--- config.mk ---
export PLATFORM = sky130hd
export DESIGN_NAME = preset_counter_channel
export DESIGN_NICKNAME = d
export VERILOG_FILES = /design/src/rtl/pcc_pkg.sv /design/src/rtl/pcc_ctl_regs.sv /design/src/rtl/pcc_byte_port.sv /design/src/rtl/pcc_count_core.sv /design/src/rtl/preset_counter_channel.sv
export SDC_FILE = /design/constraint.sdc
export NUM_CORES = 1
export LEC_CHECK = 0
export BUFFER_PORTS_ARGS = -buffer_cell sky130_fd_sc_hd__buf_2
export CAP_MARGIN = 0
export CORE_UTILIZATION = 45
export DETAILED_ROUTE_END_ITERATION = 10
export SYNTH_ARGS = -nofsm -noshare
export SYNTH_HDL_FRONTEND = slang
export SYNTH_SLANG_ARGS = --single-unit
--- constraint.sdc ---
create_clock -name clk -period 6.6 [get_ports clk]
set_clock_uncertainty 0.1 [all_clocks]
set_input_delay 0.66 -clock clk [delete_from_list [all_inputs] [get_ports clk]]
set_output_delay 0.66 -clock clk [all_outputs]
set_load 0.02 [all_outputs]
--- src/rtl/pcc_pkg.sv ---
`timescale 1ns/1ps
package pcc_pkg;

    typedef enum logic [2:0] {
        SEL_CMD   = 3'd0,
        SEL_MODE  = 3'd1,
        SEL_IO    = 3'd2,
        SEL_INDEX = 3'd3
    } reg_sel_e;

    typedef enum logic [1:0] {
        MODE_FREE    = 2'd0,
        MODE_LIMIT   = 2'd1,
        MODE_ONESHOT = 2'd2,
        MODE_MODULO  = 2'd3
    } count_mode_e;

    typedef enum logic [1:0] {
        EVT_CARRY = 2'd0,
        EVT_MATCH = 2'd1,
        EVT_WRAP  = 2'd2,
        EVT_INDEX = 2'd3
    } evt_src_e;

    typedef struct packed {
        logic [1:0]  quad;
        count_mode_e mode;
    } mode_cfg_t;

    typedef struct packed {
        evt_src_e src;
        logic     idx_load_n;
        logic     step_en;
    } io_cfg_t;

    typedef struct packed {
        logic pol;
        logic sync;
    } idx_cfg_t;

    typedef struct packed {
        logic clr_ptr;
        logic clr_cnt;
        logic clr_flags;
        logic clr_err;
        logic ld_cnt;
        logic ld_latch;
        logic ld_psc;
    } cmd_t;

    typedef struct packed {
        logic up_dn;
        logic err;
        logic carry_t;
        logic borrow_t;
    } flags_t;

    function automatic reg_sel_e reg_sel(input logic [7:0] b);
        return reg_sel_e'(b[7:5]);
    endfunction

    // Bit 0 rewinds the pointer; [2:1] and [4:3] are two coded fields.
    function automatic cmd_t decode_cmd(input logic [7:0] b);
        cmd_t c;
        c.clr_ptr   = b[0];
        c.clr_cnt   = (b[2:1] == 2'b01);
        c.clr_flags = (b[2:1] == 2'b10);
        c.clr_err   = (b[2:1] == 2'b11);
        c.ld_cnt    = (b[4:3] == 2'b01);
        c.ld_latch  = (b[4:3] == 2'b10);
        c.ld_psc    = (b[4:3] == 2'b11);
        return c;
    endfunction

    function automatic logic [7:0] pack_status(input flags_t f);
        return {2'b00, f.up_dn, f.err, 2'b00, f.carry_t, f.borrow_t};
    endfunction

endpackage

--- src/rtl/pcc_ctl_regs.sv ---
`timescale 1ns/1ps
module pcc_ctl_regs import pcc_pkg::*; (
    input  logic      clk,
    input  logic      rst,
    input  logic      ctl_we,
    input  logic [7:0] ctl_wdata,
    output mode_cfg_t mode_cfg,
    output io_cfg_t   io_cfg,
    output idx_cfg_t  idx_cfg,
    output cmd_t      cmd
);
    reg_sel_e sel;
    assign sel = reg_sel(ctl_wdata);
    assign cmd = (ctl_we && sel == SEL_CMD) ? decode_cmd(ctl_wdata) : '0;

    always_ff @(posedge clk) begin
        if (rst) begin
            mode_cfg <= '0;
            io_cfg   <= '0;
            idx_cfg  <= '0;
        end else if (ctl_we) begin
            case (sel)
                SEL_MODE: begin
                    mode_cfg.quad <= ctl_wdata[4:3];
                    mode_cfg.mode <= count_mode_e'(ctl_wdata[2:1]);
                    if (ctl_wdata[4:3] == 2'b00) idx_cfg.sync <= 1'b0;
                end
                SEL_IO: begin
                    io_cfg.src        <= evt_src_e'(ctl_wdata[4:3]);
                    io_cfg.idx_load_n <= ctl_wdata[1];
                    io_cfg.step_en    <= ctl_wdata[0];
                end
                SEL_INDEX: begin
                    idx_cfg.pol  <= ctl_wdata[1];
                    idx_cfg.sync <= ctl_wdata[0] & (mode_cfg.quad != 2'b00);
                end
                default: ;
            endcase
        end
    end

    AST_SYNC_NEEDS_QUAD: assert property (@(posedge clk) disable iff (rst)
        idx_cfg.sync |-> (mode_cfg.quad != 2'b00));

    AST_UNMAPPED_IGNORED: assert property (@(posedge clk) disable iff (rst)
        (ctl_we && ctl_wdata[7]) |=> ($stable(mode_cfg) && $stable(io_cfg) && $stable(idx_cfg)));

endmodule

--- src/rtl/pcc_byte_port.sv ---
`timescale 1ns/1ps
module pcc_byte_port #(
    parameter int CNT_W = 24
) (
    input  logic             clk,
    input  logic             rst,
    input  logic             clr_ptr,
    input  logic             ld_latch,
    input  logic             ld_psc,
    input  logic             dat_we,
    input  logic [7:0]       dat_wdata,
    input  logic             dat_re,
    input  logic [CNT_W-1:0] count,
    output logic [CNT_W-1:0] preset,
    output logic [7:0]       dat_rdata,
    output logic [7:0]       prescale
);
    localparam int NB = CNT_W / 8;
    localparam int PW = (NB > 1) ? $clog2(NB) : 1;
    localparam logic [PW-1:0] LAST = PW'(NB - 1);

    logic [NB-1:0][7:0] preset_q;
    logic [NB-1:0][7:0] latch_q;
    logic [PW-1:0]      ptr;

    always_ff @(posedge clk) begin
        if (rst) begin
            preset_q <= '0;
            latch_q  <= '0;
            ptr      <= '0;
            prescale <= '0;
        end else begin
            if (clr_ptr)
                ptr <= '0;
            else if (dat_we || dat_re)
                ptr <= (ptr == LAST) ? '0 : ptr + 1'b1;
            if (dat_we && !clr_ptr)
                preset_q[ptr] <= dat_wdata;
            if (ld_latch)
                latch_q <= count;
            if (ld_psc)
                prescale <= preset_q[0];
        end
    end

    assign preset    = preset_q;
    assign dat_rdata = latch_q[ptr];

    AST_PTR_IN_RANGE: assert property (@(posedge clk) disable iff (rst)
        ptr <= LAST);

    AST_PTR_REWIND: assert property (@(posedge clk) disable iff (rst)
        clr_ptr |=> (ptr == '0));

endmodule

--- src/rtl/pcc_count_core.sv ---
`timescale 1ns/1ps
module pcc_count_core import pcc_pkg::*; #(
    parameter int CNT_W = 24
) (
    input  logic             clk,
    input  logic             rst,
    input  count_mode_e      mode,
    input  io_cfg_t          io_cfg,
    input  idx_cfg_t         idx_cfg,
    input  logic             clr_cnt,
    input  logic             clr_flags,
    input  logic             clr_err,
    input  logic             ld_cnt,
    input  logic [CNT_W-1:0] preset,
    input  logic             step_up,
    input  logic             step_dn,
    input  logic             noise_err,
    input  logic             index_lvl,
    output logic [CNT_W-1:0] count,
    output flags_t           flags,
    output logic             event_out
);
    localparam logic [CNT_W-1:0] MAX = '1;

    logic [CNT_W-1:0] nxt;
    logic halted, idx_prev;
    logic req, idx_active, idx_edge, idx_hit, idx_load, override, take, at_edge;
    logic carry_ev, borrow_ev, match_ev, evt_d;

    always_comb begin
        req        = io_cfg.step_en & (step_up ^ step_dn);
        idx_active = idx_cfg.pol ? index_lvl : ~index_lvl;
        idx_edge   = idx_cfg.pol ? (index_lvl & ~idx_prev) : (~index_lvl & idx_prev);
        idx_hit    = idx_cfg.sync ? (idx_active & req) : idx_edge;
        idx_load   = idx_hit & ~io_cfg.idx_load_n;
        override   = clr_cnt | ld_cnt | idx_load;
        take       = req & ~halted & ~override;

        if (step_up)
            at_edge = (mode == MODE_LIMIT || mode == MODE_MODULO) ? (count == preset) : (count == MAX);
        else
            at_edge = (count == '0);

        if (!at_edge)
            nxt = step_up ? count + 1'b1 : count - 1'b1;
        else begin
            case (mode)
                MODE_LIMIT:  nxt = count;
                MODE_MODULO: nxt = step_up ? '0 : preset;
                default:     nxt = step_up ? '0 : MAX;
            endcase
        end

        carry_ev  = take & step_up & at_edge;
        borrow_ev = take & ~step_up & at_edge;
        match_ev  = take & (nxt == preset);

        case (io_cfg.src)
            EVT_CARRY: evt_d = carry_ev;
            EVT_MATCH: evt_d = match_ev;
            EVT_WRAP:  evt_d = carry_ev | borrow_ev;
            default:   evt_d = idx_hit;
        endcase
    end

    always_ff @(posedge clk) begin
        if (rst) begin
            count     <= '0;
            halted    <= 1'b0;
            idx_prev  <= 1'b0;
            flags     <= '0;
            event_out <= 1'b0;
        end else begin
            idx_prev  <= index_lvl;
            event_out <= evt_d;
            if (clr_cnt) begin
                count  <= '0;
                halted <= 1'b0;
            end else if (ld_cnt || idx_load) begin
                count  <= preset;
                halted <= 1'b0;
            end else if (take) begin
                count <= nxt;
                if (mode == MODE_ONESHOT && at_edge) halted <= 1'b1;
            end
            if (clr_flags) begin
                flags.carry_t  <= 1'b0;
                flags.borrow_t <= 1'b0;
            end else begin
                if (carry_ev)  flags.carry_t  <= ~flags.carry_t;
                if (borrow_ev) flags.borrow_t <= ~flags.borrow_t;
            end
            if (clr_err)        flags.err <= 1'b0;
            else if (noise_err) flags.err <= 1'b1;
            if (take) flags.up_dn <= step_up;
        end
    end

    AST_CLEAR_COUNT: assert property (@(posedge clk) disable iff (rst)
        clr_cnt |=> (count == '0));

    AST_LIMIT_HOLD: assert property (@(posedge clk) disable iff (rst)
        (req && !override && mode == MODE_LIMIT && step_up && count == preset) |=> (count == $past(count)));

    AST_ONESHOT_STOP: assert property (@(posedge clk) disable iff (rst)
        (halted && !override) |=> $stable(count));

    AST_MODULO_WRAP: assert property (@(posedge clk) disable iff (rst)
        (take && mode == MODE_MODULO && step_up && count == preset) |=> (count == '0));

    AST_CARRY_FLIP: assert property (@(posedge clk) disable iff (rst)
        (carry_ev && !clr_flags) |=> (flags.carry_t != $past(flags.carry_t)));

endmodule

--- src/rtl/preset_counter_channel.sv ---
`timescale 1ns/1ps
module preset_counter_channel import pcc_pkg::*; #(
    parameter int CNT_W = 24
) (
    input  logic       clk,
    input  logic       rst,
    input  logic       ctl_we,
    input  logic [7:0] ctl_wdata,
    input  logic       dat_we,
    input  logic [7:0] dat_wdata,
    input  logic       dat_re,
    output logic [7:0] dat_rdata,
    input  logic       step_up,
    input  logic       step_dn,
    input  logic       index_lvl,
    input  logic       noise_err,
    output logic [7:0] status,
    output logic       event_out,
    output logic [7:0] prescale
);
    mode_cfg_t        mode_cfg;
    io_cfg_t          io_cfg;
    idx_cfg_t         idx_cfg;
    cmd_t             cmd;
    flags_t           flags;
    logic [CNT_W-1:0] count;
    logic [CNT_W-1:0] preset;

    pcc_ctl_regs u_regs (
        .clk       (clk),
        .rst       (rst),
        .ctl_we    (ctl_we),
        .ctl_wdata (ctl_wdata),
        .mode_cfg  (mode_cfg),
        .io_cfg    (io_cfg),
        .idx_cfg   (idx_cfg),
        .cmd       (cmd)
    );

    pcc_byte_port #(.CNT_W(CNT_W)) u_port (
        .clk       (clk),
        .rst       (rst),
        .clr_ptr   (cmd.clr_ptr),
        .ld_latch  (cmd.ld_latch),
        .ld_psc    (cmd.ld_psc),
        .dat_we    (dat_we),
        .dat_wdata (dat_wdata),
        .dat_re    (dat_re),
        .count     (count),
        .preset    (preset),
        .dat_rdata (dat_rdata),
        .prescale  (prescale)
    );

    pcc_count_core #(.CNT_W(CNT_W)) u_core (
        .clk       (clk),
        .rst       (rst),
        .mode      (mode_cfg.mode),
        .io_cfg    (io_cfg),
        .idx_cfg   (idx_cfg),
        .clr_cnt   (cmd.clr_cnt),
        .clr_flags (cmd.clr_flags),
        .clr_err   (cmd.clr_err),
        .ld_cnt    (cmd.ld_cnt),
        .preset    (preset),
        .step_up   (step_up),
        .step_dn   (step_dn),
        .noise_err (noise_err),
        .index_lvl (index_lvl),
        .count     (count),
        .flags     (flags),
        .event_out (event_out)
    );

    assign status = pack_status(flags);

endmodule

==> impl_metrics.prom <==
# TYPE chip_impl_metric gauge
chip_impl_metric{name="pre_cts_ws",unit="ns"} 1.96
chip_impl_metric{name="share_comb_of_total_power",unit="%"} 23.2
chip_impl_metric{name="drt-wirelength-per-cell",unit="um"} 21.0
chip_impl_info{name="synth_top_area_cell",value="sky130_fd_sc_hd__dfxtp_1"} 1
chip_impl_metric{name="drc",unit=""} 2
chip_impl_info{name="violations",value="design-rule violations"} 1
chip_impl_metric{name="drt_pass1_iterations",unit=""} 8
chip_impl_metric{name="netSwitchingPower",unit="W"} 0.000530
chip_impl_metric{name="synth_xor_xnor_area_share",unit="%"} 6.44
chip_impl_info{name="hold_path.class",value="reg -> reg"} 1
chip_impl_metric{name="post-route-util",unit="%"} 49.1
chip_impl_metric{name="timing.setup.tns",unit="ns"} 0
chip_impl_metric{name="pwr_density",unit="mW/mm2"} 191
chip_impl_metric{name="critical_path.max_fanout",unit=""} 24
chip_impl_metric{name="clock_tree.buffer_depth",unit=""} 2
chip_impl_metric{name="numCtsBuffers",unit=""} 9
chip_impl_info{name="cts_tree",value="done"} 1
chip_impl_metric{name="antenna_found_initial",unit=""} 0
chip_impl_metric{name="chipHeight",unit="um"} 132
chip_impl_metric{name="place.detailed.hpwl",unit="um"} 18200
chip_impl_info{name="run_status",value="finished with violations"} 1
chip_impl_metric{name="grt_overflow",unit=""} 0
chip_impl_metric{name="max_cap_viol_count",unit=""} 0
chip_impl_metric{name="synth_cell_types",unit=""} 81
chip_impl_metric{name="synth-compound-area-share",unit="%"} 27.8
chip_impl_metric{name="final_cell_count_no_fill",unit=""} 1225
chip_impl_metric{name="synth-simple-area-share",unit="%"} 22.7
chip_impl_info{name="end_kind",value="register"} 1
chip_impl_metric{name="critPathRequiredTime",unit="ns"} 6.77
chip_impl_metric{name="cts.htree.levels",unit=""} 3
chip_impl_metric{name="die_area",unit="mm2"} 0.0174
chip_impl_metric{name="drive_gt1_share",unit="%"} 9.85
chip_impl_metric{name="area_used_by_multi_input_combinational_logic",unit="mm2"} 0.00513
chip_impl_metric{name="die-width",unit="um"} 132
chip_impl_info{name="critical_path.cell_chain",value="buf_2 -> inv_1 -> ha_1 -> and3_1 -> a211o_1 -> a31oi_1 -> xor2_1 -> nor4_1 -> a31oi_1 -> nand4_1 -> nor4_1 -> nand4_1 -> o41ai_2"} 1
chip_impl_metric{name="synth-edff-count",unit=""} 0
chip_impl_info{name="synth_most_common_cell",value="sky130_fd_sc_hd__nand2_1"} 1
chip_impl_metric{name="seq_power_share",unit="%"} 42.8
chip_impl_metric{name="vias_in_the_first_global_route",unit=""} 6905
chip_impl_metric{name="post_synth.cell_area_avg",unit="um2"} 7.43
chip_impl_info{name="dominant_combinational_cell_family_by_area_after_synthesis",value="compound AO/OA/AOI/OAI gates"} 1
chip_impl_metric{name="timing.final.ws_setup",unit="ns"} 2.28
chip_impl_metric{name="timing.critical_path.slowest_cell_delay",unit="ns"} 0.69
chip_impl_metric{name="ir_drop",unit="mV"} 0.124
chip_impl_metric{name="placementRows",unit=""} 47
chip_impl_metric{name="muxShareOfSynthArea",unit="%"} 6.53
chip_impl_metric{name="synth-seq-cells",unit=""} 99
chip_impl_info{name="setup_repair_after_global_routing_missed_its_margin",value="false"} 1
chip_impl_metric{name="area.sequential",unit="mm2"} 0.00198
chip_impl_metric{name="cts-hold-fix-buffers",unit=""} 0
chip_impl_metric{name="ys_warn_count",unit=""} 0
chip_impl_metric{name="cts_setup_buffers",unit=""} 0
chip_impl_metric{name="grt_first_pass_wirelength",unit="um"} 40000
chip_impl_metric{name="vias",unit=""} 7667
chip_impl_metric{name="ioPinCount",unit=""} 50
chip_impl_metric{name="leakage",unit="nW"} 3.04
chip_impl_info{name="cts_root_buf",value="sky130_fd_sc_hd__clkbuf_16"} 1
chip_impl_metric{name="power.internal",unit="W"} 0.00102
chip_impl_metric{name="fmaxAchievable",unit="MHz"} 232
chip_impl_metric{name="globalplace.congestion",unit=""} 0.999
chip_impl_metric{name="initial_core_util",unit="%"} 45.8
chip_impl_metric{name="grt_usage",unit="%"} 29.5
chip_impl_info{name="master_of_the_slowest_instance_on_the_critical_path",value="sky130_fd_sc_hd__inv_1"} 1
chip_impl_metric{name="finalInstanceArea",unit="mm2"} 0.00811
chip_impl_metric{name="placed_area",unit="mm2"} 0.00782
chip_impl_metric{name="post_detailed_routing_wire_length",unit="um"} 25700
chip_impl_metric{name="worst-endpoint-arrival",unit="ns"} 4.49
chip_impl_info{name="cp_top_family",value="simple AND/OR/NAND/NOR gates"} 1
chip_impl_metric{name="yosys_top_cell_area_share",unit="%"} 26.2
chip_impl_info{name="synthTopCellsByArea",value="sky130_fd_sc_hd__dfxtp_1 26%, sky130_fd_sc_hd__a21oi_1 7.1%, sky130_fd_sc_hd__nand2_1 6.6%"} 1
chip_impl_info{name="synth_ff_type",value="sky130_fd_sc_hd__dfxtp_1"} 1
chip_impl_info{name="worstSetupStartpointType",value="primary input"} 1
chip_impl_metric{name="finalHoldViolCount",unit=""} 0
chip_impl_metric{name="largest_net_degree_at_the_start_of_global_routing",unit=""} 76
chip_impl_metric{name="place.port_buffers",unit=""} 45
chip_impl_metric{name="layout.nets",unit=""} 1048
chip_impl_metric{name="arithmetic_cell_share_of_the_synthesized_area_counting_full_adders_half_adders_and_majority_gates",unit="%"} 3.90
chip_impl_metric{name="drt_first_iter_violations",unit=""} 540
chip_impl_metric{name="swShare",unit="%"} 34.1
chip_impl_metric{name="post-route-period-util",unit="%"} 65.4
chip_impl_metric{name="synth.cell_area",unit="mm2"} 0.00757
chip_impl_info{name="post_synth_most_frequent_cells",value="134 x sky130_fd_sc_hd__nand2_1, 107 x sky130_fd_sc_hd__a21oi_1, 99 x sky130_fd_sc_hd__dfxtp_1"} 1
chip_impl_metric{name="final_setup_viols",unit=""} 0
chip_impl_metric{name="yosysSeqAreaShare",unit="%"} 26.2
chip_impl_metric{name="drv_slew",unit=""} 0
chip_impl_metric{name="syn-instance-count",unit=""} 1019
chip_impl_metric{name="placeableCoreArea",unit="mm2"} 0.0165
chip_impl_metric{name="finalWorstPathRequiredPeriod",unit="ns"} 4.32
chip_impl_metric{name="placed_cells",unit=""} 1209
chip_impl_metric{name="tritoncts_num_sinks",unit=""} 99
chip_impl_metric{name="routed_via_density",unit=""} 6.26
chip_impl_metric{name="clockPowerShare",unit="%"} 34.0
chip_impl_metric{name="syn2layout_area_growth",unit="%"} 7.09
chip_impl_metric{name="drtAntennaViolNets",unit=""} 0
chip_impl_metric{name="tightest_slew",unit="ns"} 1.14
chip_impl_metric{name="worstSkewPairLatency",unit="ns"} 0.36
chip_impl_metric{name="slew_headroom",unit="%"} 23.6
chip_impl_metric{name="postCtsResizedCells",unit=""} 0
chip_impl_metric{name="worst-path-buf-inv",unit=""} 2
chip_impl_info{name="timing.setup.critical_path_class",value="in -> reg"} 1
chip_impl_metric{name="cts.reportedPaths.clkPinSlew",unit="ns"} 0.07
chip_impl_metric{name="async_flop_share",unit="%"} 0
chip_impl_metric{name="antenna-diode-count",unit=""} 0
chip_impl_metric{name="fillers",unit=""} 1685
[cells by family (layout without fill, tap and decap cells)]
logic type / after synthesis / count (layout)
adders and majority gates: 23 / 23
DFF: 99 / 99
muxes: 48 / 48
xor gates and xnor gates: 51 / 51
and+or+nand+nor: 367 / 367
AOI/OAI and AO/OA: 313 / 313
buffers and inverters: 117 / 100
other: 1 / 4
[sequential cells by signal, indices dropped and copies added, names as in the netlist]
signal            cells
u_regs.mode_cfg       4
u_port.latch_q       24
u_core.count         24
u_regs.idx_cfg        2
u_core.idx_prev       1
u_port.ptr            2
u_core.flags          4
u_port.prescale       8
u_core.event_out      1
u_regs.io_cfg         4
u_core.halted         1
u_port.preset        24
[placed cells by master, fill, tap and decap left out, types with 6 or more instances in the layout]
cell type and count:
sky130_fd_sc_hd__inv_1 23, sky130_fd_sc_hd__buf_2 45, sky130_fd_sc_hd__or3_1 8, sky130_fd_sc_hd__o22ai_1 9
sky130_fd_sc_hd__xor2_1 22, sky130_fd_sc_hd__nor2_1 98, sky130_fd_sc_hd__a211oi_1 36, sky130_fd_sc_hd__o21ai_0 29
sky130_fd_sc_hd__a21o_1 14, sky130_fd_sc_hd__nand4_1 8, sky130_fd_sc_hd__clkbuf_16 9, sky130_fd_sc_hd__nor3_1 20
sky130_fd_sc_hd__a31oi_1 9, sky130_fd_sc_hd__dfxtp_1 99, sky130_fd_sc_hd__mux2i_1 46, sky130_fd_sc_hd__nand2_1 134
sky130_fd_sc_hd__a21oi_1 107, sky130_fd_sc_hd__and3_1 8, sky130_fd_sc_hd__nand2b_1 8, sky130_fd_sc_hd__nor2b_1 20
sky130_fd_sc_hd__a21boi_0 6, sky130_fd_sc_hd__o211a_1 6, sky130_fd_sc_hd__o31ai_1 7, sky130_fd_sc_hd__or2_2 8
sky130_fd_sc_hd__buf_4 15, sky130_fd_sc_hd__o211ai_1 16, sky130_fd_sc_hd__ha_1 22, sky130_fd_sc_hd__xnor2_1 26
sky130_fd_sc_hd__nor4_1 13, sky130_fd_sc_hd__a311oi_1 9, sky130_fd_sc_hd__nand3_1 17
[worst reg2reg max path, stage by stage, from the launching register on]
cell	delay [ns]
sky130_fd_sc_hd__dfxtp_1	0.65
sky130_fd_sc_hd__buf_4	0.41
sky130_fd_sc_hd__nor2b_1	0.96
sky130_fd_sc_hd__buf_4	0.38
sky130_fd_sc_hd__a21oi_1	0.12
sky130_fd_sc_hd__nand2_1	0.09
sky130_fd_sc_hd__a2111oi_0	0.11
sky130_fd_sc_hd__a211oi_1	0.26
sky130_fd_sc_hd__nand4_1	0.17
sky130_fd_sc_hd__nor4_1	0.46
sky130_fd_sc_hd__nand4_1	0.20
sky130_fd_sc_hd__o41ai_2	0.32
[per-layer routing]
metal  share of wire [%]  track usage [%]
met2                  44             46.0
met5                   0                0
met1                  44             39.8
met4                 3.9             11.8
met3                 7.8             6.04
[through the flow]
step | power [W] | hold WS, ns
after floorplan | 0.000929 | 0.336
after global placement | 0.00103 | 0.344
after detailed placement | 0.00103 | 0.347
after CTS | 0.00156 | 0.358
after global routing | 0.00162 | 0.377
final | 0.00155 | 0.354
[worst paths after layout]
kind                           start                 end  slack (ns)  cells after the start
setup / recovery             step_up    u_core.event_out        2.28                     13
setup reg to reg  u_regs.mode_cfg[0]    u_core.event_out        2.29                     11
hold / removal    u_port.latch_q[22]  u_port.latch_q[22]        0.35                      2
hold reg to reg   u_port.latch_q[22]  u_port.latch_q[22]        0.35                      2
[layout make-up]
cell class                 instances  share of cell area [%]
sequential                        99                    24.4
clock inverter                     7                   0.833
inverter                          24                    1.11
timing repair buffer              60                    4.17
multi-input combinational        806                    63.3
clock buffer                       9                    2.78
tap                              220                    3.39
[power groups by stage]
stage	Combinational (W)	Sequential [W]	Clock, W
detailed placement	0.000351	0.000676	0
global placement	0.000355	0.000676	0
finish	0.000360	0.000664	0.000527
CTS	0.000353	0.000662	0.000543
floorplan	0.000287	0.000642	0
global route	0.000391	0.000665	0.000561
No activity file was read; power rests on OpenSTA's default activity.
